## src/rtl/i2c_ctrl_regs.sv

```systemverilog
module i2c_ctrl_regs #(
  parameter logic [6:0] DEV_ADDR = 7'h45,
  parameter int NREG = 23,
  parameter int SPARE_LO = 19,
  parameter int SPARE_HI = 21
) (
  input  logic              clk,
  input  logic              rst_n,
  input  logic              scl_i,
  input  logic              sda_i,
  output logic              sda_oe,
  input  logic [6:0]        stat0_i,
  input  logic              vfail_i,
  input  logic [4:0]        stat1_i,
  output logic [NREG*8-1:0] regs_o,
  output logic              cfg_done_o
);
  localparam int LAST = NREG - 1;
  localparam int IW = $clog2(NREG);

  typedef enum logic [2:0] {S_IDLE, S_ADDR, S_SUB, S_WDAT, S_RDAT} st_t;

  st_t            st;
  logic [2:0]     scl_q, sda_q;
  logic [3:0]     bitcnt;
  logic [7:0]     shreg, tx, ptr;
  logic           rw, mack, sel, por;
  logic [7:0]     bank [NREG];
  logic [NREG-1:0] written;

  wire scl_rise = scl_q[1] & ~scl_q[2];
  wire scl_fall = ~scl_q[1] & scl_q[2];
  wire start = scl_q[1] & scl_q[2] & ~sda_q[1] & sda_q[2];
  wire stop  = scl_q[1] & scl_q[2] & sda_q[1] & ~sda_q[2];

  wire [7:0] stat0 = {por, stat0_i};
  wire [7:0] stat1 = {vfail_i, stat1_i, bank[0][1:0]};
  wire in_rng = ptr < 8'(NREG);
  wire spare  = (ptr >= 8'(SPARE_LO)) && (ptr <= 8'(SPARE_HI));
  wire wr_evt = scl_fall && (bitcnt == 4'd8) && (st == S_WDAT);
  wire [NREG-1:0] wr_bit = (wr_evt && in_rng) ? (NREG'(1) << ptr) : '0;

  always_ff @(posedge clk) begin
    if (!rst_n) begin
      scl_q <= 3'b111; sda_q <= 3'b111;
      st <= S_IDLE; bitcnt <= '0; shreg <= '0; tx <= '0; ptr <= '0;
      rw <= 1'b0; mack <= 1'b0; sel <= 1'b0; por <= 1'b1;
      sda_oe <= 1'b0; written <= '0; cfg_done_o <= 1'b0;
    end else begin
      scl_q <= {scl_q[1:0], scl_i};
      sda_q <= {sda_q[1:0], sda_i};
      written <= written | wr_bit;
      cfg_done_o <= ~&written & &(written | wr_bit);
      if (start) begin
        st <= S_ADDR; bitcnt <= '0; sel <= 1'b0; sda_oe <= 1'b0;
      end else if (stop) begin
        st <= S_IDLE; sda_oe <= 1'b0;
      end else if (st != S_IDLE) begin
        if (scl_rise && bitcnt != 4'd9) begin
          bitcnt <= bitcnt + 4'd1;
          if (bitcnt < 4'd8 && st != S_RDAT) shreg <= {shreg[6:0], sda_q[1]};
          if (bitcnt == 4'd8 && st == S_RDAT) mack <= ~sda_q[1];
        end
        if (scl_fall) begin
          if (bitcnt == 4'd8) begin
            case (st)
              S_ADDR: if (shreg[7:1] == DEV_ADDR) begin
                        sda_oe <= 1'b1; rw <= shreg[0];
                      end else st <= S_IDLE;
              S_SUB:  begin ptr <= shreg; sda_oe <= 1'b1; end
              S_WDAT: begin
                        ptr <= (ptr == 8'(LAST)) ? 8'd0 : ptr + 8'd1;
                        sda_oe <= 1'b1;
                      end
              S_RDAT: begin
                        sda_oe <= 1'b0;
                        if (!sel) por <= 1'b0;
                        sel <= ~sel;
                      end
              default: ;
            endcase
          end else if (bitcnt == 4'd9) begin
            bitcnt <= '0;
            sda_oe <= 1'b0;
            case (st)
              S_ADDR: if (rw) begin
                        st <= S_RDAT; tx <= stat0; sda_oe <= ~stat0[7];
                      end else st <= S_SUB;
              S_SUB:  st <= S_WDAT;
              S_RDAT: if (mack) begin
                        tx <= sel ? stat1 : stat0;
                        sda_oe <= ~(sel ? stat1[7] : stat0[7]);
                      end else st <= S_IDLE;
              default: ;
            endcase
          end else if (st == S_RDAT && bitcnt != 4'd0) begin
            sda_oe <= ~tx[6];
            tx <= {tx[6:0], 1'b0};
          end
        end
      end
    end
  end

  always_ff @(posedge clk) begin
    if (!rst_n) begin
      for (int i = 0; i < NREG; i++) bank[i] <= '0;
    end else if (wr_evt && in_rng && !spare) begin
      bank[ptr[IW-1:0]] <= shreg;
    end
  end

  for (genvar g = 0; g < NREG; g++) begin : g_out
    assign regs_o[8*g +: 8] = bank[g];
  end

  for (genvar s = SPARE_LO; s <= SPARE_HI; s++) begin : g_spare
    assert_spare_zero_R5: assert property (@(posedge clk) disable iff (!rst_n)
      regs_o[8*s +: 8] == 8'h00);
  end

  assert_drive_scl_low_R10: assert property (@(posedge clk) disable iff (!rst_n)
    $rose(sda_oe) |-> !scl_q[2]);

  assert_done_single_R8: assert property (@(posedge clk) disable iff (!rst_n)
    cfg_done_o |=> !cfg_done_o);

  assert_done_all_R8: assert property (@(posedge clk) disable iff (!rst_n)
    cfg_done_o |-> &written);

  assert_por_sticky_R7: assert property (@(posedge clk) disable iff (!rst_n)
    !por |=> !por);

  assert_ptr_wrap_R3: assert property (@(posedge clk) disable iff (!rst_n)
    (wr_evt && ptr == 8'(LAST)) |=> ptr == 8'd0);
endmodule

```

## config.mk

```make
export PLATFORM = sky130hd
export DESIGN_NAME = i2c_ctrl_regs
export DESIGN_NICKNAME = d
export VERILOG_FILES = /design/src/rtl/i2c_ctrl_regs.sv
export SDC_FILE = /design/constraint.sdc
export NUM_CORES = 1
export LEC_CHECK = 0
export BUFFER_PORTS_ARGS = -buffer_cell sky130_fd_sc_hd__buf_4
export CORE_MARGIN = 3
export CORE_UTILIZATION = 30
export CTS_CLUSTER_DIAMETER = 40
export DETAILED_ROUTE_END_ITERATION = 8
export PLACE_DENSITY = 0.61
export SYNTH_ARGS = -nofsm -noshare
export SYNTH_HDL_FRONTEND = slang
export SYNTH_SLANG_ARGS = --single-unit
```

## constraint.sdc

```tcl
create_clock -name clk -period 4.4 [get_ports clk]
set_clock_uncertainty 0.1 [all_clocks]
set_input_delay 1.32 -clock clk [delete_from_list [all_inputs] [get_ports clk]]
set_output_delay 1.32 -clock clk [all_outputs]
set_load 0.005 [all_outputs]
```

Word-level counts from Yosys, hierarchy flattened
Memory sizes are Yosys's and may differ from the RTL's. Index checks and enable logic that the tools add are counted.

Add/sub/neg operators: 2. $lt $le $gt $ge: 4. Equality and inequality tests: 21. Shift operators: 1. Muxes and demuxes: 40. Bitwise logic cells: 21. Reduce and logical (&&, ||, !) cells: 39.

Operators by type and width (count): $reduce_and A23 Y1 (2); $mux W7 (5); $reduce_and A7 Y1 (4); $mux W23 (1); $or A23 B23 Y23 (1); $shl A1 B8 Y23 const A (1); $reduce_and A5 Y1 (4); $mux W3 (6); $mux W1 (16); $mux W4 (4); $mux W8 (2); $pmux W8 S2 (1); $ne A3 B3 Y1 const B (5); $reduce_bool A3 Y1 (5); $pmux W7 S2 (1); $not A1 Y1 (12); $logic_and A1 B1 Y1 (9); $pmux W3 S3 (1); $reduce_and A9 Y1 (1); $add A8 B1 Y8 const B (1); $and A1 B1 Y1 (8); $eq A4 B4 Y1 const B (2); $eq A8 B5 Y1 const B (1); $ge A8 B5 Y1 const B (1); 27 further kinds (34).

Register bits: 65. Memory bits (writable): 184. Input port bits: 17. Output and inout bits: 186. Logic and storage cells: 144. Memories: 1.

Memory list: bank (words 23, width 8, rd ports 23, clocked after Yosys merged registers in 0, wr ports 23, RTL line 28) `logic [7:0] bank [NREG];`.

Longest topological paths before layout
Gate-level depths: netlist of run 1.

Depth in word-level cells: 11. Mapped depth: 10. Mapped depth without buffers: 8.

Least setup slack after synthesis of run 1
Ideal clock, no wire load.

Path type: register to register. Start point: register ptr[0]. End point: memory bank[10][0], enable pin. Setup time: 0.374 ns. Arrival: 2.441 ns. Data required time: 3.926 ns. Setup slack: 1.485 ns. Stages on the path, launching flop included: 9. Clock period less this slack: 2.915 ns. Path through: dfxtp_1 -> ha_1 -> a21o_1 -> a311oi_4 -> buf_2 -> o2111a_1 -> nand2_1 -> buf_2 -> o21ai_1.

RTL lines: start: declaration (RTL line 26) `logic [7:0] shreg, tx, ptr;`; start signal: assignment (RTL line 72) `ptr <= (ptr == 8'(LAST)) ? 8'd0 : ptr + 8'd1;`; end: declaration (RTL line 28).

==> out/results.tsv, run 1 <==
stage	metric	value	unit
outcome	status	finished, final reports clean	
clock_network	hold-fix buffer count after cts	0	
setup_path	crit-path cells	inv_1 -> ha_1 -> nand3b_1 -> buf_4 -> nor2_1 -> o2111a_1 -> nand2_1 -> o21ai_1	
grt	All-Layer GR Usage	14.3	%
clock_network	Clk pin slew, worst setup/hold paths	50	ps
routing	WL met2	12500	um
power	Pleak	5.01	nW
setup_path	reg2reg end	bank[14][1]	
placement	worst slack at placement	878	ps
routing	DRC	0	
routing	vias per cell	4.64	
setup_path	Crit Path Max Fanout	12	
sta	Final period util	79.1	%
grt	largest net degree at the start of global routing	56	
placement	DP Wirelength	18000	um
finish	Layout area overhead	31.4	%
hold_path	worst hold stages	1	
synth	Synth cell types	60	
synth	number of synthesized flops with an enable pin	184	
sta	Slew @ Worst Pin	1020	ps
clock_network	cts repair resizes	0	
clock_network	TritonCTS Buffers	37	
grt	initial antenna violation count	0	
hold_path	class of the worst hold path	register to register	
setup_path	startpoint types	register	
clock_network	CTS root buf	clkbuf_16	
finish	share of layout cells above drive strength 1	26.9	%
finish	most common cell after layout, fill and taps aside	buf_4	
sta	fin. max-slew vios	0	
synth	synth warn	0	
finish	antenna cells	0	
clock_network	clk_lat worst skew	520	ps
routing	DR WL/cell	17.5	um
routing	total routed wirelength	26700	um
die	io pins	203	
placement	I/O Buffers	202	
die	Die Y	191	um
sta	Setup TNS Final	0	ps
clock_network	number of setup buffers added after CTS	0	
die	Floorplan Core Area	33600	um^2
grt	first-pass GRT wire length	40200	um
routing	routed via count	7076	
routing	WL met3	2000	um
clock_network	CTS tree	yes	
routing	wl on met1	11500	um
setup_path	Crit Path Class	register to register	
job	Max-Cap Viols	0	
hold_path	Worst Hold End	sda_q[1]	
hold_path	HP Start	sda_q[0]	
synth	synthesized area per cell	12.4	um^2
synth	Top FF cell, synth	edfxtp_1	
setup_path	CP required	4420	ps
synth	Synth Register Bits	249	
clock_network	clk sinks	249	
routing	Antenna Violating Nets Remaining	0	
synth	Seq/Total Area, Yosys	66.5	%
routing	uppermost routed layer	met4	
sta	Final Hold Viols	0	
setup_path	Setup crit start	bitcnt[0]	
synth	Synth Cell Area	10300	um^2
power	pwr dens	416	nW/um^2
clock_network	CTS max path bufs	3	
grt	vias in the first global route	6831	
setup_path	Crit path arrival time	3500	ps
setup_path	Reg-to-Reg Start	bitcnt[0]	
setup_path	Worst Reg2Reg Path Length in Cells	8	
synth	Mapped Cells	829	
sta	Final WS setup	921	ps
routing	DRT iter0 DRCs	501	
routing	drt pass-1 iters	5	
setup_path	R2R Setup Slk	920	ps
clock_network	CTS H-tree lvls	2	
placement	gpl congestion	0.867	
setup_path	Slowest Stage Delay on Critical Path	760	ps
die	Rows	67	
die	Die X	191	um
setup_path	crit end category	register	
die	die area	36500	um^2
sta	final setup fails	0	
sta	Max Clk Rate	287	MHz
sta	Max-Slew Margin vs Limit	31.2	%
sta	RSZ-0062 raised after global routing	no	
setup_path	critical path's slowest cell	o21ai_1	
synth	FFs w/ async S/R, synth	0	%
finish	Final #Nets	1077	
sta	Final Critical Period	3480	ps
power	Peak VDD IR	0.227	mV
grt	total grt overflow	0	
finish	most frequent cells in the layout	buf_4 (217), edfxtp_1 (184), and2_1 (173), nor2_1 (79), dfxtp_1 (65)	
die	Initial Utilization	30.5	%
[per-stage QoR]
step	hold slack (ps)	instance area, um^2	total power [W]	utilization [%]	cells
finish	314	13500	0.00561	40.1	1526
global route	336	13500	0.00581	40.1	1526
CTS	318	13500	0.00568	40.1	1526
detailed placement	304	12300	0.00294	36.7	1461
global placement	303	12300	0.00294	36.7	1461
floorplan	286	10300	0.00274	-	844
[worst max-delay path: cells and delay by family (launching register included)]
kind	cells	cell delay, ps
AO/OA/AOI/OAI	2	1140
adder cells (fa/ha/maj)	1	280
flip-flops	1	350
buffers and inverters	2	250
AND/OR/NAND/NOR	3	960
[layer usage]
metal | global-route usage, % | vias to the layer above
met3 | 3.04 | 44
met1 | 18.9 | 3368
met2 | 23.3 | 284
met4 | 4.83 | 0
met5 | 0 | -
li1 | - | 3380
[final cells by class]
cell class                 instances  area, um^2
clock buffer                      43         978
fill                            3158       20100
sequential                       249        6830
clock inverter                    22         188
tap                              448         561
multi-input combinational        535        3260
inverter                          12        45.0
timing repair buffer             217        1630
[cell usage after synthesis, types with 8 or more instances]
cell      number  area, um^2
a31oi_1       13        81.3
o21ai_0       17        85.1
nor2_2         8        50.1
nand2b_1      16         100
dfxtp_1       65        1300
nand2_1       30         113
ha_1           8         100
nor3_1        14        70.1
clkbuf_1      39         146
nor2_1        79         297
inv_1         12        45.0
and2_1       173        1080
mux2i_1       26         260
o21ai_1       21         105
a21oi_1       14        70.1
edfxtp_1     184        5530
[power breakdown]
| group | total (W) | switching [W] | internal [W] |
|---|---|---|---|
| sequential | 0.00266 | 0.0000441 | 0.00261 |
| combinational | 0.000228 | 0.000105 | 0.000123 |
| clock | 0.00273 | 0.00106 | 0.00167 |
[sequential cells by signal, summed over array words and instances (netlist names)]
| signal | count |
|---|---|
| bitcnt | 4 |
| sel | 1 |
| cfg_done_o | 1 |
| shreg | 8 |
| tx | 7 |
| sda_q | 3 |
| ptr | 8 |
| bank | 184 |
| rw | 1 |
| written | 23 |
| st | 3 |
| por | 1 |
| mack | 1 |
| scl_q | 3 |
| sda_oe | 1 |
[cells by family (layout without fill, tap and decap cells)]
family          after synthesis  in the layout  synth area share (%)
buf+inv                      60            294                  2.28
simple gates                378            378                  20.7
xor+xnor                      5              5                 0.427
mux                          27             27                  2.64
other cells                   1             16                0.0365
flops                       249            249                  66.5
compound gates              101            101                  6.45
fa+ha+maj                     8              8                 0.975
[worst max-delay path by stage]
stage / to / slack (ps)
floorplan: bank[10][0] / 1490
global placement: bank[14][0] / 1040
detailed placement: bank[14][0] / 880
CTS: bank[14][2] / 870
global route: bank[14][1] / 660
finish: bank[14][1] / 920
Power figures use the tool's default switching activity.
==> inputs of run 2 (changes only) <==
ABC_AREA = 1   (was not set)
clock period = 3.35 ns   (was 4.4 ns; I/O delays follow)
==> out/results.tsv, run 2 <==
stage	metric	value	unit
outcome	status	finished, final reports clean	
synth	leading area contributor after synthesis	edfxtp_1	
die	Rows	66	
die	Die X	189	um
finish	Layout area overhead	32.2	%
grt	first-pass GRT wire length	39500	um
placement	gpl congestion	0.863	
synth	top cells by area, synth	edfxtp_1 (55%), dfxtp_1 (13%), nor2_1 (8.9%)	
synth	Synth cell types	40	
power	Pleak	5.14	nW
clock_network	CTS root buf	clkbuf_16	
routing	DRT iter0 DRCs	579	
sta	Setup TNS Final	0	ps
sta	Final Critical Period	2860	ps
sta	Final period util	85.4	%
power	pwr dens	562	nW/um^2
synth	most frequent cells after synthesis	nor2_1 (238), edfxtp_1 (184), nand2_1 (106)	
synth	synthesized area per cell	10.8	um^2
clock_network	CTS tree	yes	
synth	combinational family with the most area after synthesis	simple AND/OR/NAND/NOR gates	
placement	Placed Area	12100	um^2
clock_network	CTS max path bufs	3	
die	io pins	203	
clock_network	number of setup buffers added after CTS	0	
sta	Max Clk Rate	349	MHz
finish	Top reg by flops	bank	
power	Peak VDD IR	0.292	mV
placement	DP Wirelength	18100	um
grt	initial antenna violation count	0	
grt	All-Layer GR Usage	14.1	%
finish	top flop regs	bank (184), written (23)	
synth	cell with the most instances after synthesis	nor2_1	
routing	Antenna Violating Nets Remaining	0	
finish	final instance area	13200	um^2
routing	DR WL/cell	16.1	um
sta	Slew @ Worst Pin	1170	ps
synth	FFs w/ async S/R, synth	0	%
grt	total grt overflow	0	
routing	routed via count	7333	
hold_path	class of the worst hold path	register to register	
finish	fin util	40.4	%
synth	number of synthesized flops with an enable pin	184	
job	Max-Cap Viols	0	
clock_network	TritonCTS Buffers	34	
clock_network	Clk pin slew, worst setup/hold paths	50	ps
setup_path	Crit path arrival time	2920	ps
setup_path	Crit Path Max Fanout	9	
finish	most common cell after layout, fill and taps aside	nor2_1	
clock_network	CTS H-tree lvls	2	
finish	most frequent cells in the layout	nor2_1 (238), buf_4 (208), edfxtp_1 (184), nand2_1 (106), inv_1 (82)	
die	die area	35500	um^2
synth	synth warn	0	
synth	Synth Register Bits	249	
synth	Synth Area in Compound Gates	6.95	%
routing	vias per cell	4.52	
synth	Seq/Total Area, Yosys	68.3	%
synth	Top FF cell, synth	edfxtp_1	
clock_network	cts repair resizes	0	
clock_network	clk_lat worst skew	500	ps
synth	Synth Cell Area	9990	um^2
routing	DRC	0	
synth	Mapped Cells	927	
die	Initial Utilization	30.6	%
sta	Max-Slew Margin vs Limit	21.9	%
synth	Post-Synth Simple-Gate Area	19.1	%
setup_path	crit end category	register	
setup_path	CP required	3410	ps
synth	Post-Synth Adder-Cell Area	1.00	%
setup_path	Crit Path Class	register to register	
placement	I/O Buffers	202	
synth	Synth top area share	55.3	%
sta	Hold WS	308	ps
sta	RSZ-0062 raised after global routing	no	
synth	mux cell area share after synthesis	0.100	%
die	Floorplan Core Area	32700	um^2
routing	total routed wirelength	26100	um
grt	vias in the first global route	7095	
setup_path	startpoint types	register	
sta	Final Hold Viols	0	
finish	fin cells	1623	
finish	antenna cells	0	
finish	share of layout cells above drive strength 1	26.3	%
finish	Final #Nets	1182	
clock_network	clk sinks	249	
grt	largest net degree at the start of global routing	43	
sta	fin. max-slew vios	0	
synth	xor and xnor area share after synthesis	0.175	%
placement	Post-Place Cells	1563	
routing	drt pass-1 iters	5	
die	Die Y	189	um
finish	max FFs per register	184	
sta	final setup fails	0	
clock_network	hold-fix buffer count after cts	0	
## run 2: changes by cell type in the layout (fill, tap and decap cells not counted), moves of 21 or more
cell and delta:
and2_1 -172, nand2_1 +76, mux2i_1 -25, a21oi_1 +33, o21ai_1 -21, inv_1 +70
nor2_1 +159
## run 2: metrics by stage
step	worst slack [ps]	power (W)
final	488	0.00743
after global routing	225	0.00766
after CTS	458	0.00750
after detailed placement	492	0.00387
after global placement	581	0.00387
after floorplan	985	0.00361
## run 2: cell type report
| type | instances | area [um^2] |
|---|---|---|
| sequential | 249 | 6830 |
| clock inverter | 20 | 246 |
| inverter | 86 | 323 |
| clock buffer | 40 | 915 |
| multi-input combinational | 578 | 2790 |
| timing repair buffer | 208 | 1560 |
| fill | 3158 | 19500 |
| tap | 442 | 553 |
## run 2: layer usage
layer / vias up / share of wire, % / track usage, %
met1: 3467 / 42 / 17.8
met3: 41 / 7.9 / 3.57
li1: 3545 / - / -
met5: - / 0 / 0
met4: 0 / 2.5 / 4.64
met2: 280 / 48 / 23.8
## run 2: cells by family after synthesis
logic type / Yosys count
AOI/OAI and AO/OA: 117
xor gates and xnor gates: 2
adders and majority gates: 8
buffers and inverters: 115
DFF: 249
muxes: 1
other: 1
and+or+nand+nor: 434
## run 2: path summary, 6_finish.rpt
kind	endpoint	cells past startpoint	slack [ps]	start
worst min register to register	sda_q[1]	1	310	sda_q[0]
worst min-delay path	sda_q[1]	1	310	sda_q[0]
worst max-delay path	bank[0][6]	10	490	bitcnt[0]
worst max register to register	bank[0][6]	10	490	bitcnt[0]
## run 2: report_power, final
group / switching, W / total [W] / internal, W
clock network: 0.00133 / 0.00362 / 0.00229
registers: 0.0000584 / 0.00349 / 0.00343
logic: 0.000148 / 0.000313 / 0.000165
## run 2: worst max-delay path, cell delays in order, from the launching register on
cell and delay, ps:
dfxtp_1 350, inv_1 100, ha_1 190, nand3_1 170, nor2_2 230, nand2_1 130, nor2_4 220, o311ai_4 230
nor2_4 310, nand2_2 180, nand2_1 330
